<file path="config.mk">
export PLATFORM = sky130hd
export DESIGN_NAME = tstamp_capture
export DESIGN_NICKNAME = d
export VERILOG_FILES = /design/src/rtl/tstamp_pkg.sv /design/src/rtl/tstamp_timebase.sv /design/src/rtl/tstamp_edge_sel.sv /design/src/rtl/tstamp_fifo.sv /design/src/rtl/tstamp_capture.sv
export SDC_FILE = /design/constraint.sdc
export NUM_CORES = 1
export LEC_CHECK = 0
export BUFFER_PORTS_ARGS = -buffer_cell sky130_fd_sc_hd__buf_2
export CAP_MARGIN = 25
export CORE_ASPECT_RATIO = 1.4
export CORE_MARGIN = 10
export CORE_UTILIZATION = 58
export CTS_BUF_LIST = sky130_fd_sc_hd__clkbuf_2 sky130_fd_sc_hd__clkbuf_4 sky130_fd_sc_hd__clkbuf_8
export DETAILED_ROUTE_END_ITERATION = 12
export PLACE_DENSITY = 0.77
export SETUP_SLACK_MARGIN = 0.02
export SKIP_LAST_GASP = 1
export SLEW_MARGIN = 5
export SYNTH_ARGS = -nofsm -noshare
export SYNTH_HDL_FRONTEND = slang
export SYNTH_HIERARCHICAL = 1
export SYNTH_SLANG_ARGS = --single-unit
</file>
<file path="constraint.sdc">
create_clock -name clk -period 4.4 [get_ports clk]
set_input_delay 0.66 -clock clk [delete_from_list [all_inputs] [get_ports clk]]
set_output_delay 0.66 -clock clk [all_outputs]
set_load 0.03 [all_outputs]
</file>
<file path="src/rtl/tstamp_pkg.sv">
package tstamp_pkg;
  localparam int unsigned TS_W_DEF  = 32;
  localparam int unsigned DEPTH_DEF = 8;
  localparam int unsigned DIV_W_DEF = 3;

  typedef enum logic {
    SRC_PHASE_A = 1'b0,
    SRC_PHASE_B = 1'b1
  } src_sel_e;
endpackage

</file>
<file path="src/rtl/tstamp_timebase.sv">
module tstamp_timebase #(
  parameter int TS_W  = 32,
  parameter int DIV_W = 3
) (
  input  logic             clk,
  input  logic             rst_n,
  input  logic             run,
  input  logic [DIV_W-1:0] div_log2,
  output logic [TS_W-1:0]  count
);
  localparam int PRE_W = (1 << DIV_W) - 1;

  logic [PRE_W-1:0] pre_q, pre_d, lim;
  logic [TS_W-1:0]  cnt_q, cnt_d;
  logic             tick;

  // terminal value of the prescaler: 2^div - 1, built bit by bit
  always_comb begin
    for (int i = 0; i < PRE_W; i++) lim[i] = (i < int'(div_log2));
  end

  assign tick = run && (pre_q == lim);

  always_comb begin
    pre_d = pre_q;
    cnt_d = cnt_q;
    if (!run) begin
      pre_d = '0;
      cnt_d = '0;
    end else if (tick) begin
      pre_d = '0;
      cnt_d = cnt_q + TS_W'(1);
    end else begin
      pre_d = pre_q + PRE_W'(1);
    end
  end

  always_ff @(posedge clk or negedge rst_n) begin
    if (!rst_n) begin
      pre_q <= '0;
      cnt_q <= '0;
    end else begin
      pre_q <= pre_d;
      cnt_q <= cnt_d;
    end
  end

  assign count = cnt_q;


  tb_hold_chk: assert property (@(posedge clk) disable iff (!rst_n)
    (run && !tick) |=> (count == $past(count)));

  tb_step_chk: assert property (@(posedge clk) disable iff (!rst_n)
    (run && tick) |=> (count == $past(count) + TS_W'(1)));

  tb_idle_chk: assert property (@(posedge clk) disable iff (!rst_n)
    !run |=> (count == '0));
endmodule

</file>
<file path="src/rtl/tstamp_edge_sel.sv">
module tstamp_edge_sel
  import tstamp_pkg::*;
(
  input  logic clk,
  input  logic rst_n,
  input  logic phase_a,
  input  logic phase_b,
  input  logic src_b,
  input  logic both_edges,
  input  logic edge_rise,
  output logic evt
);
  logic [1:0] now_v, prev_q;
  logic       sel_now, sel_prev, rise, fall;

  assign now_v = {phase_b, phase_a};

  // previous value of each phase is tracked all the time, so a mode or
  // source change never looks like a transition
  for (genvar g = 0; g < 2; g++) begin : g_hist
    always_ff @(posedge clk or negedge rst_n) begin
      if (!rst_n) prev_q[g] <= 1'b0;
      else        prev_q[g] <= now_v[g];
    end
  end

  assign sel_now  = (src_sel_e'(src_b) == SRC_PHASE_B) ? now_v[1]  : now_v[0];
  assign sel_prev = (src_sel_e'(src_b) == SRC_PHASE_B) ? prev_q[1] : prev_q[0];
  assign rise     = sel_now & ~sel_prev;
  assign fall     = ~sel_now & sel_prev;
  assign evt      = both_edges ? (rise | fall) : (edge_rise ? rise : fall);
endmodule

</file>
<file path="src/rtl/tstamp_fifo.sv">
module tstamp_fifo #(
  parameter int W     = 32,
  parameter int DEPTH = 8,
  localparam int AW   = $clog2(DEPTH)
) (
  input  logic          clk,
  input  logic          rst_n,
  input  logic          push,
  input  logic [W-1:0]  wdata,
  input  logic          pop,
  output logic [W-1:0]  rdata,
  output logic          empty,
  output logic          full,
  output logic [AW:0]   level,
  output logic          push_ok,
  output logic          pop_ok
);
  logic [W-1:0]  mem [DEPTH];
  logic [AW-1:0] wr_q, wr_d, rd_q, rd_d;
  logic [AW:0]   lvl_q, lvl_d;

  function automatic logic [AW-1:0] wrap_inc(input logic [AW-1:0] p);
    return (p == AW'(DEPTH - 1)) ? '0 : p + AW'(1);
  endfunction

  assign empty   = (lvl_q == '0);
  assign full    = (lvl_q == (AW+1)'(DEPTH));
  assign push_ok = push && !full;
  assign pop_ok  = pop && !empty;

  always_comb begin
    wr_d  = push_ok ? wrap_inc(wr_q) : wr_q;
    rd_d  = pop_ok  ? wrap_inc(rd_q) : rd_q;
    lvl_d = lvl_q;
    if (push_ok && !pop_ok) lvl_d = lvl_q + (AW+1)'(1);
    if (pop_ok && !push_ok) lvl_d = lvl_q - (AW+1)'(1);
  end

  always_ff @(posedge clk or negedge rst_n) begin
    if (!rst_n) begin
      wr_q  <= '0;
      rd_q  <= '0;
      lvl_q <= '0;
    end else begin
      wr_q  <= wr_d;
      rd_q  <= rd_d;
      lvl_q <= lvl_d;
    end
  end

  // storage: write enable only, no reset on data
  always_ff @(posedge clk) begin
    if (push_ok) mem[wr_q] <= wdata;
  end

  assign rdata = empty ? '0 : mem[rd_q];
  assign level = lvl_q;


  level_bound_chk: assert property (@(posedge clk) disable iff (!rst_n)
    level <= (AW+1)'(DEPTH));

  full_drop_chk: assert property (@(posedge clk) disable iff (!rst_n)
    (full && push && !pop) |=> $stable(level));

  pop_dec_chk: assert property (@(posedge clk) disable iff (!rst_n)
    (pop && !empty && !push) |=> (level == $past(level) - (AW+1)'(1)));

  empty_pop_chk: assert property (@(posedge clk) disable iff (!rst_n)
    (empty && pop && !push) |=> empty);
endmodule

</file>
<file path="src/rtl/tstamp_capture.sv">
module tstamp_capture
  import tstamp_pkg::*;
#(
  parameter int  TS_W  = int'(TS_W_DEF),
  parameter int  DEPTH = int'(DEPTH_DEF),
  parameter int  DIV_W = int'(DIV_W_DEF),
  localparam int AW    = $clog2(DEPTH)
) (
  input  logic             clk,
  input  logic             rst_n,
  input  logic             cap_sel,
  input  logic             phase_a,
  input  logic             phase_b,
  input  logic             src_b,
  input  logic             both_edges,
  input  logic             edge_rise,
  input  logic [DIV_W-1:0] div_log2,
  input  logic [AW-1:0]    thr_m1,
  input  logic             rd_pop,
  output logic [TS_W-1:0]  rd_data,
  output logic             fifo_empty,
  output logic             ovf_flag,
  output logic             irq_entry,
  output logic             irq_thresh
);
  logic [TS_W-1:0] tb_count;
  logic            evt, cap_evt;
  logic            full, push_ok, pop_ok;
  logic [AW:0]     level, lvl_after, thr_lvl;
  logic            ovf_q, ovf_d, ient_q, ient_d, ithr_q, ithr_d;

  tstamp_timebase #(.TS_W(TS_W), .DIV_W(DIV_W)) i_timebase (
    .clk(clk), .rst_n(rst_n), .run(cap_sel), .div_log2(div_log2), .count(tb_count)
  );

  tstamp_edge_sel i_edge (
    .clk(clk), .rst_n(rst_n), .phase_a(phase_a), .phase_b(phase_b),
    .src_b(src_b), .both_edges(both_edges), .edge_rise(edge_rise), .evt(evt)
  );

  assign cap_evt = cap_sel && evt;

  tstamp_fifo #(.W(TS_W), .DEPTH(DEPTH)) i_fifo (
    .clk(clk), .rst_n(rst_n), .push(cap_evt), .wdata(tb_count), .pop(rd_pop),
    .rdata(rd_data), .empty(fifo_empty), .full(full), .level(level),
    .push_ok(push_ok), .pop_ok(pop_ok)
  );

  assign lvl_after = level + (AW+1)'(1);
  assign thr_lvl   = {1'b0, thr_m1} + (AW+1)'(1);

  always_comb begin
    ovf_d  = ovf_q;
    if (!cap_sel)              ovf_d = 1'b0;
    else if (cap_evt && full)  ovf_d = 1'b1;
    ient_d = push_ok;
    ithr_d = push_ok && !pop_ok && (lvl_after == thr_lvl);
  end

  always_ff @(posedge clk or negedge rst_n) begin
    if (!rst_n) begin
      ovf_q  <= 1'b0;
      ient_q <= 1'b0;
      ithr_q <= 1'b0;
    end else begin
      ovf_q  <= ovf_d;
      ient_q <= ient_d;
      ithr_q <= ithr_d;
    end
  end

  assign ovf_flag   = ovf_q;
  assign irq_entry  = ient_q;
  assign irq_thresh = ithr_q;


  ovf_set_chk: assert property (@(posedge clk) disable iff (!rst_n)
    (cap_sel && evt && full) |=> ovf_flag);

  ovf_sticky_chk: assert property (@(posedge clk) disable iff (!rst_n)
    (ovf_flag && cap_sel) |=> ovf_flag);

  entry_nonempty_chk: assert property (@(posedge clk) disable iff (!rst_n)
    irq_entry |-> !fifo_empty);

  idle_quiet_chk: assert property (@(posedge clk) disable iff (!rst_n)
    !cap_sel |=> (!irq_entry && !irq_thresh));

  thresh_with_entry_chk: assert property (@(posedge clk) disable iff (!rst_n)
    irq_thresh |-> irq_entry);
endmodule

</file>
==> flow_metrics.env, run 1 <==
export IMPL_status="complete, no violations"
export IMPL_drt_initial_drc_count=688
export IMPL_cts_tree="yes"
export IMPL_setup_slack_ns=0.926
export IMPL_start_util_pct=59.3
export IMPL_cts_htree_levels=2
export IMPL_p_per_area_nw_per_um2=560
export IMPL_slew_violations=0
export IMPL_cts_inserted_buffers=43
export IMPL_io_buffers=50
export IMPL_final_cells=1149
export IMPL_clock_latency_ns=0.53
export IMPL_synthSimpleGateAreaFrac_pct=7.62
export IMPL_antenna_found_initial=0
export IMPL_clockRootBuffer="clkbuf_8"
export IMPL_finalClockSkew_ns=0.0307
export IMPL_worst_pin_slew_ns=0.828
export IMPL_crit_path_start_kind="flop"
export IMPL_crit_fanout=40
export IMPL_drt_first_pass_iters=5
export IMPL_clk_pin_slew_ns=0.07
export IMPL_numClockSinks=310
export IMPL_final_hold_viol_count=0
export IMPL_synth_seq_cells=310
export IMPL_route_detailed_drc=0
export IMPL_syn_inst=753
export IMPL_crit_type="reg -> out"
export IMPL_post_place_ws_ns=1.03
export IMPL_whs_ns=0.259
export IMPL_max_freq_ghz=0.288
export IMPL_die_w_um=147
export IMPL_fill_cells=1458
export IMPL_std_cell_rows=64
export IMPL_crit_path_end_kind="output pin"
export IMPL_slew_headroom_pct=44.4
export IMPL_fp_coreArea_sq_um=22000
export IMPL_crit_reg2reg_launch="i_fifo/level[0]$_DFFE_PN0P_"
export IMPL_clk_path_buf_depth=3
export IMPL_synth_warnings=6
export IMPL_crit_start="i_fifo/rd_q[0]$_DFFE_PN0P_"
export IMPL_num_io_pins=51
export IMPL_grtUsageTotal_pct=17.6
export IMPL_layout_min_cycle_time_ns=3.47
export IMPL_cp_arrival_ns=2.81
export IMPL_synth_compound_area_share_pct=3.73
export IMPL_grt_pass1_vias=7564
export IMPL_synth_top_family_by_area="multiplexers"
export IMPL_period_share_pct=79.0
export IMPL_die_area_sq_um=29000
export IMPL_num_vias=7128
export IMPL_grt_max_degree=63
export IMPL_min_path_type="in -> async"
export IMPL_via_per_inst=6.20
export IMPL_hpwl_um=15300
export IMPL_wire_per_inst_um=22.0
export IMPL_rsz0062_at_grt="false"
export IMPL_yosysSeqAreaShare_pct=69.2
export IMPL_peakVddDrop_uv=452
export IMPL_required_ns=3.74
export IMPL_numPlacedInstances=1075
export IMPL_yosys_area_share_adder_pct=1.24
export IMPL_num_nets_final=853
export IMPL_p_leak_nw=5.20
export IMPL_tns_ns=0
export IMPL_overflow=0
export IMPL_max_cap_viol_count=0
export IMPL_diodes=0
export IMPL_gp_congestion=0.792
export IMPL_synth_cell_type_count=61
export IMPL_syn_avg_cell_area_sq_um=17.4
export IMPL_grt_pass1_wl_um=40900
export IMPL_die_y_um=198
export IMPL_totalWireLength_um=25300
export IMPL_cts_resized=0
export IMPL_synthesis_nets=781
export IMPL_synth_xor_area_share_pct=1.30
export IMPL_cts_post_setup_buffers_inserted=0
export IMPL_drive_gt1_share_pct=25.8
export IMPL_cts_hold_buf=0
export IMPL_synthMuxAreaShare_pct=14.7
export IMPL_synth_edff_count=256
export IMPL_setup_viol_count_final=0
export IMPL_syn_area_sq_um=13100
export IMPL_synth_ff_type="edfxtp_1"
export IMPL_ys_async_sr_fraction_pct=17.4
export IMPL_area_growth_syn_to_layout_pct=10.8
export IMPL_antenna_left=0
## state kept, by name, indices dropped and copies added (netlist names)
name	count
i_fifo/mem	256
i_timebase/count	32
i_timebase/pre_q	7
i_fifo/level	4
i_fifo/rd_q	3
i_fifo/wr_q	3
i_edge/prev_q	2
irq_entry	1
irq_thresh	1
ovf_flag	1
## critical path, stage by stage (launching register included)
cell and delay [ns]:
dfrtp_4 0.93, buf_4 0.40, mux4_2 0.56, mux2i_1 0.16, nor2_1 0.05, buf_2 0.19
## through the flow
| stage | power (W) | area, sq um | utilization [%] |
|---|---|---|---|
| after detailed placement | 0.00617 | 13700 | 62.0 |
| after global placement | 0.00608 | 13600 | 61.9 |
| after floorplan | 0.00553 | 13100 | - |
| after global routing | 0.00850 | 14500 | 65.8 |
| after CTS | 0.00820 | 14400 | 65.6 |
| final | 0.00811 | 14500 | 65.8 |
## cell usage in the layout, fill, tap and decap left out, types with 3 or more instances in the layout
cell / instances
edfxtp_1: 256
mux4_2: 63
dfrtp_1: 51
buf_2: 50
nor2_1: 48
clkbuf_8: 47
mux2i_1: 39
a21oi_1: 32
o31ai_1: 25
or4_1: 24
nand3_1: 18
nand2_1: 18
buf_4: 14
ha_1: 13
xor2_1: 11
clkinv_1: 11
nand4_1: 11
clkbuf_4: 10
inv_1: 8
nor4_1: 7
nand2b_1: 6
and2_1: 5
nor3_1: 5
xnor2_1: 4
and3_1: 4
clkinv_2: 4
nor2_4: 4
buf_12: 4
or3_1: 4
o21ai_0: 4
nor4b_1: 3
nor4_4: 3
nor3_2: 3
mux2_4: 3
## power breakdown
| part | internal (W) | switching (W) |
|---|---|---|
| registers | 0.00333 | 0.000291 |
| clock network | 0.00106 | 0.000972 |
| logic | 0.00107 | 0.00139 |
## cell type report
class                           count  area, sq um  share of cell area (%)
Clock buffer                       57          722                    4.99
Clock inverter                     15         65.1                   0.449
Inverter                           11         43.8                   0.302
Multi-Input combinational cell    391         3800                    26.2
Sequential cell                   310         9040                    62.5
Tap cell                          297          372                    2.57
Timing Repair Buffer               68          435                    3.01
## cells by family after synthesis
kind of cell	Yosys count
AO/OA/AOI/OAI	76
multiplexers	109
buffers and inverters	52
AND/OR/NAND/NOR	176
flip-flops	310
XOR/XNOR	17
adder cells (fa/ha/maj)	13
## path summary, 6_finish.rpt
check	endpoint	slack, ns	depth (start not counted)
worst max-delay path	rd_data[2]	0.93	5
worst min-delay path	i_timebase/pre_q[1]$_DFF_PN0_	0.26	2
worst max register to register	i_fifo/level[3]$_DFFE_PN0P_	1.29	9
worst min register to register	ovf_flag$_DFFE_PN0P_	0.55	2
max in group asynchronous	i_fifo/rd_q[0]$_DFFE_PN0P_	3.53	2
min in group clk	i_edge/prev_q[0]$_DFF_PN0_	0.28	1
## layer usage
layer | wire length [um] | up-vias | part of all wire (%) | GRT usage, %
met1 | 9790 | 3668 | 39 | 21.0
met5 | 0 | - | 0 | 0
li1 | - | 3166 | - | -
met2 | 13500 | 246 | 53 | 31.6
met3 | 1340 | 48 | 5.3 | 2.96
met4 | 668 | 0 | 2.6 | 6.09
## synth_stat cells, drive strengths merged (11+ instances only)
cell,count,area (sq um)
a21oi,32,160
edfxtp,256,7690
mux4,64,1450
mux2i,39,390
nor2,52,195
nand3,19,100
ha,13,163
buf,24,189
or4,24,180
nand2,18,67.6
clkbuf,17,63.8
nand4,12,81.3
xor2,11,96.3
dfrtp,54,1350
o31ai,25,188
(Power assumes the default switching activity.)
==> run 2, diff against run 1 <==
--- a/config.mk
+++ b/config.mk
@@ -9,10 +9,10 @@
 export CAP_MARGIN = 25
 export CORE_ASPECT_RATIO = 1.4
 export CORE_MARGIN = 10
-export CORE_UTILIZATION = 58
+export CORE_UTILIZATION = 64
 export CTS_BUF_LIST = sky130_fd_sc_hd__clkbuf_2 sky130_fd_sc_hd__clkbuf_4 sky130_fd_sc_hd__clkbuf_8
 export DETAILED_ROUTE_END_ITERATION = 12
-export PLACE_DENSITY = 0.77
+export PLACE_DENSITY = 0.81
 export SETUP_SLACK_MARGIN = 0.02
 export SKIP_LAST_GASP = 1
 export SLEW_MARGIN = 5
==> constraint.sdc (replaced) <==
create_clock -name clk -period 3.4 [get_ports clk]
set_input_delay 0.51 -clock clk [delete_from_list [all_inputs] [get_ports clk]]
set_output_delay 0.51 -clock clk [all_outputs]
set_load 0.03 [all_outputs]
==> flow_metrics.env, run 2 (synthesis gave the netlist of run 1 again) <==
export IMPL_status="complete, no violations"
export IMPL_fill_cells=1189
export IMPL_cts_tree="yes"
export IMPL_p_sw_share_pct=31.7
export IMPL_slew_violations=0
export IMPL_layout_min_cycle_time_ns=3.07
export IMPL_io_buffers=50
export IMPL_path_depth=5
export IMPL_intPower_w=0.00758
export IMPL_cts_htree_levels=2
export IMPL_p_switching_w=0.00351
export IMPL_slowest_stage="dfrtp_4"
export IMPL_seq_power_share_pct=41.6
export IMPL_max_cap_viol_count=0
export IMPL_num_vias=7211
export IMPL_crit_family="multiplexers"
export IMPL_cts_inserted_buffers=44
export IMPL_cts_resized=0
export IMPL_cp_arrival_ns=2.56
export IMPL_fp_coreArea_sq_um=20000
export IMPL_required_ns=2.89
export IMPL_clk_path_buf_depth=3
export IMPL_diodes=0
export IMPL_tns_ns=0
export IMPL_std_cell_rows=61
export IMPL_drt_initial_drc_count=640
export IMPL_grt_pass1_wl_um=41100
export IMPL_min_path_type="in -> async"
export IMPL_cts_hold_buf=0
export IMPL_crit_fanout=16
export IMPL_antenna_found_initial=0
export IMPL_die_area_sq_um=26600
export IMPL_num_nets_final=852
export IMPL_clockRootBuffer="clkbuf_8"
export IMPL_peakVddDrop_uv=742
export IMPL_drive_gt1_share_pct=26.4
export IMPL_setup_viol_count_final=0
export IMPL_rsz0062_at_grt="false"
export IMPL_finalClockSkew_ns=0.0181
export IMPL_antenna_left=0
export IMPL_reg2reg_depth=13
export IMPL_cp_cell_sequence="buf_4 -> mux4_2 -> mux2i_1 -> nor2_1 -> buf_2"
export IMPL_start_util_pct=65.3
export IMPL_period_share_pct=90.3
export IMPL_num_io_pins=51
export IMPL_area_growth_syn_to_layout_pct=12.6
export IMPL_largest_register="i_fifo/mem"
export IMPL_seq_area_sq_um=9040
export IMPL_cp_slowest_stage_delay_ns=0.63
export IMPL_hpwl_um=14800
export IMPL_clkPwrFrac_pct=29.0
export IMPL_clock_latency_ns=0.53
export IMPL_clk_pin_slew_ns=0.07
export IMPL_setup_slack_ns=0.328
export IMPL_multi_input_area_sq_um=3800
export IMPL_overflow=0
export IMPL_crit_type="reg -> out"
export IMPL_largest_reg_flops=256
export IMPL_cts_post_setup_buffers_inserted=0
export IMPL_numClockSinks=310
export IMPL_max_freq_ghz=0.326
export IMPL_worst_pin_slew_ns=0.837
export IMPL_die_w_um=141
export IMPL_final_hold_viol_count=0
export IMPL_grtUsageTotal_pct=19.3
export IMPL_route_detailed_drc=0
export IMPL_via_per_inst=6.49
export IMPL_gp_congestion=0.801
export IMPL_drt_first_pass_iters=5
export IMPL_wire_per_inst_um=23.1
export IMPL_grt_max_degree=65
export IMPL_p_per_area_nw_per_um2=754
export IMPL_crit_path_start_kind="flop"
export IMPL_crit_path_end_kind="output pin"
export IMPL_p_leak_nw=5.31
export IMPL_critical_path_buf_inv_count=2
export IMPL_slew_headroom_pct=43.9
export IMPL_power_frac_comb_pct=29.5
export IMPL_totalWireLength_um=25700
export IMPL_die_y_um=189
export IMPL_grt_pass1_vias=7627
export IMPL_post_place_ws_ns=0.379
export IMPL_final_common_cell="edfxtp_1"
export IMPL_layout_common_cells="edfxtp_1 (256), mux4_2 (63), dfrtp_1 (51)"
[run 2: layer usage]
metal	share of wire, %	global-route usage, %
met2	54	34.4
met4	2.2	7.01
met1	38	23.0
met3	5.8	3.16
met5	0	0
[run 2: path summary, 6_finish.rpt]
check	from	end	slack, ns
setup / recovery	i_fifo/rd_q[0]$_DFFE_PN0P_	rd_data[7]	0.33
hold / removal	rst_n	irq_entry$_DFF_PN0_	0.08
setup reg to reg	i_edge/prev_q[1]$_DFF_PN0_	i_fifo/level[2]$_DFFE_PN0P_	0.68
hold reg to reg	ovf_flag$_DFFE_PN0P_	ovf_flag$_DFFE_PN0P_	0.56
max in group asynchronous	rst_n	i_timebase/count[2]$_DFFE_PN0P_	2.50
min in group clk	phase_a	i_edge/prev_q[0]$_DFF_PN0_	0.10
[run 2: final cells by class]
| type | instances | share of cell area (%) |
|---|---|---|
| multi-input combinational | 391 | 25.8 |
| clock inverter | 25 | 1.82 |
| inverter | 11 | 0.298 |
| clock buffer | 56 | 4.98 |
| sequential | 310 | 61.5 |
| tap | 252 | 2.14 |
| timing repair buffer | 66 | 3.45 |
[run 2: metrics by stage]
step                utilization [%]  std cells  hold slack (ns)  power [W]  instance area (sq um)
finish                         73.6       1111           0.0790     0.0111                  14700
global placement               68.5       1029            0.504    0.00790                  13700
global route                   73.6       1111           0.0931     0.0116                  14700
CTS                            73.5       1110           0.0851     0.0112                  14700
floorplan                         -        753            0.214    0.00716                  13100
detailed placement             68.5       1029            0.548    0.00801                  13700
[run 2: power groups by stage]
stage | clock, W | combinational, W | sequential, W
global placement | 0 | 0.00323 | 0.00467
finish | 0.00321 | 0.00327 | 0.00461
CTS | 0.00326 | 0.00333 | 0.00462
floorplan | 0 | 0.00265 | 0.00451
detailed placement | 0 | 0.00332 | 0.00470
global route | 0.00344 | 0.00350 | 0.00465
==> run 3, diff against run 2 <==
--- a/config.mk
+++ b/config.mk
@@ -13,6 +13,7 @@
 export CTS_BUF_LIST = sky130_fd_sc_hd__clkbuf_2 sky130_fd_sc_hd__clkbuf_4 sky130_fd_sc_hd__clkbuf_8
 export DETAILED_ROUTE_END_ITERATION = 12
 export PLACE_DENSITY = 0.81
+export REMOVE_ABC_BUFFERS = 1
 export SETUP_SLACK_MARGIN = 0.02
 export SKIP_LAST_GASP = 1
 export SLEW_MARGIN = 5
==> flow_metrics.env, run 3 (synthesis gave the netlist of run 1 again) <==
export IMPL_grt_pass1_vias=7659
export IMPL_p_switching_w=0.00349
export IMPL_num_io_pins=51
export IMPL_slew_headroom_pct=36.4
export IMPL_cts_resized=0
export IMPL_p_per_area_nw_per_um2=735
export IMPL_critical_path_buf_inv_count=2
export IMPL_finalClockSkew_ns=0.0122
export IMPL_worst_pin_slew_ns=0.953
export IMPL_seq_power_share_pct=43.7
export IMPL_die_w_um=141
export IMPL_drt_first_pass_iters=5
export IMPL_cp_slowest_stage_delay_ns=0.98
export IMPL_peakVddDrop_uv=578
export IMPL_num_vias=7261
export IMPL_antenna_found_initial=0
export IMPL_p_sw_share_pct=32.6
export IMPL_min_path_type="in -> async"
export IMPL_grtUsageTotal_pct=19.9
export IMPL_intPower_w=0.00723
export IMPL_route_detailed_drc=0
export IMPL_cts_inserted_buffers=44
export IMPL_fp_coreArea_sq_um=20000
export IMPL_die_y_um=189
export IMPL_clk_pin_slew_ns=0.07
export IMPL_clock_latency_ns=0.53
export IMPL_gp_congestion=0.784
export IMPL_drive_gt1_share_pct=26.5
export IMPL_setup_viol_count_final=0
export IMPL_cp_cell_sequence="buf_12 -> mux4_2 -> mux2i_1 -> nor2_1 -> buf_2"
export IMPL_clockRootBuffer="clkbuf_8"
export IMPL_wire_per_inst_um=23.7
export IMPL_p_leak_nw=5.27
export IMPL_required_ns=2.89
export IMPL_slew_violations=0
export IMPL_cp_arrival_ns=2.68
export IMPL_rsz0062_at_grt="false"
export IMPL_cts_post_setup_buffers_inserted=0
export IMPL_io_buffers=50
export IMPL_final_cells=1112
export IMPL_seq_area_sq_um=9040
export IMPL_clk_path_buf_depth=3
export IMPL_hpwl_um=15400
export IMPL_slowest_stage="dfrtp_2"
export IMPL_cts_hold_buf=0
export IMPL_drt_initial_drc_count=753
export IMPL_layout_min_cycle_time_ns=3.19
export IMPL_fin_util_pct=72.9
export IMPL_grt_max_degree=63
export IMPL_crit_type="reg -> out"
export IMPL_die_area_sq_um=26600
export IMPL_cts_tree="yes"
export IMPL_clkPwrFrac_pct=26.2
export IMPL_final_common_cell="edfxtp_1"
export IMPL_diodes=0
export IMPL_max_cap_viol_count=0
export IMPL_via_per_inst=6.53
export IMPL_status="complete, no violations"
export IMPL_crit_family="flip-flops"
export IMPL_start_util_pct=65.3
export IMPL_crit_path_start_kind="flop"
export IMPL_period_share_pct=93.7
export IMPL_totalWireLength_um=26300
export IMPL_final_hold_viol_count=0
export IMPL_power_frac_comb_pct=30.1
export IMPL_std_cell_rows=61
export IMPL_area_growth_syn_to_layout_pct=11.6
export IMPL_antenna_left=0
export IMPL_grt_pass1_wl_um=41800
export IMPL_numClockSinks=310
export IMPL_max_freq_ghz=0.314
export IMPL_fill_cells=1197
export IMPL_crit_path_end_kind="output pin"
export IMPL_overflow=0
export IMPL_cts_htree_levels=2
export IMPL_largest_register="i_fifo/mem"
export IMPL_num_nets_final=852
export IMPL_layout_common_cells="edfxtp_1 (256), mux4_2 (63), dfrtp_1 (51)"
export IMPL_multi_input_area_sq_um=3790
export IMPL_numPlacedInstances=1029
export IMPL_largest_reg_flops=256
export IMPL_crit_fanout=37
run 3: final timing paths:
path / start / to / cells after the start / slack (ns)
max in group asynchronous: rst_n / i_timebase/count[21]$_DFFE_PN0P_ / 2 / 2.56
worst min register to register: ovf_flag$_DFFE_PN0P_ / ovf_flag$_DFFE_PN0P_ / 2 / 0.55
worst min-delay path: rst_n / i_fifo/level[1]$_DFFE_PN0P_ / 1 / 0.002
worst max-delay path: i_fifo/rd_q[1]$_DFFE_PN0P_ / rd_data[21] / 5 / 0.21
min in group clk: phase_a / i_edge/prev_q[0]$_DFF_PN0_ / 1 / 0.11
worst max register to register: i_timebase/count[5]$_DFFE_PN0P_ / i_timebase/count[31]$_DFFE_PN0P_ / 5 / 0.67
run 3: final cells by class:
type / count / share of cell area (%)
Sequential cell: 310 / 62.0
Multi-Input combinational cell: 391 / 26.0
Clock buffer: 67 / 5.51
Timing Repair Buffer: 66 / 3.57
Tap cell: 252 / 2.16
Clock inverter: 15 / 0.455
Inverter: 11 / 0.300
run 3: worst register-to-register path, stage by stage, from the launching register on:
cell and delay [ns]:
dfrtp_1 0.59, nand4_2 0.38, nor4_4 0.77, nand4_1 0.27
or4_1 0.45, a21oi_1 0.17
run 3: metal layers:
metal	GRT usage [%]	vias to the layer above	wire length [um]
li1	-	3182	-
met1	23.2	3747	9800
met2	36.0	286	14500
met3	3.23	46	1500
met4	6.81	0	563
met5	0	-	0
run 3: power groups by stage:
stage / Clock [W] / Sequential (W) / Combinational, W
after floorplan: 0 / 0.00485 / 0.00223
after global placement: 0 / 0.00474 / 0.00317
after CTS: 0.00285 / 0.00469 / 0.00328
after global routing: 0.00303 / 0.00473 / 0.00348
final: 0.00281 / 0.00469 / 0.00322
after detailed placement: 0 / 0.00477 / 0.00327
run 3: per-stage QoR:
step	TNS, ns	setup slack [ns]	hold WS (ns)	instance area [sq um]	total power [W]
floorplan	-153.36	-1.62	0.214	12800	0.00708
global placement	0	0.549	0.513	13700	0.00791
detailed placement	0	0.380	0.539	13700	0.00804
CTS	0	0.150	0.00655	14600	0.0108
global route	0	0.0500	0.0171	14600	0.0112
finish	0	0.214	0.00179	14600	0.0107
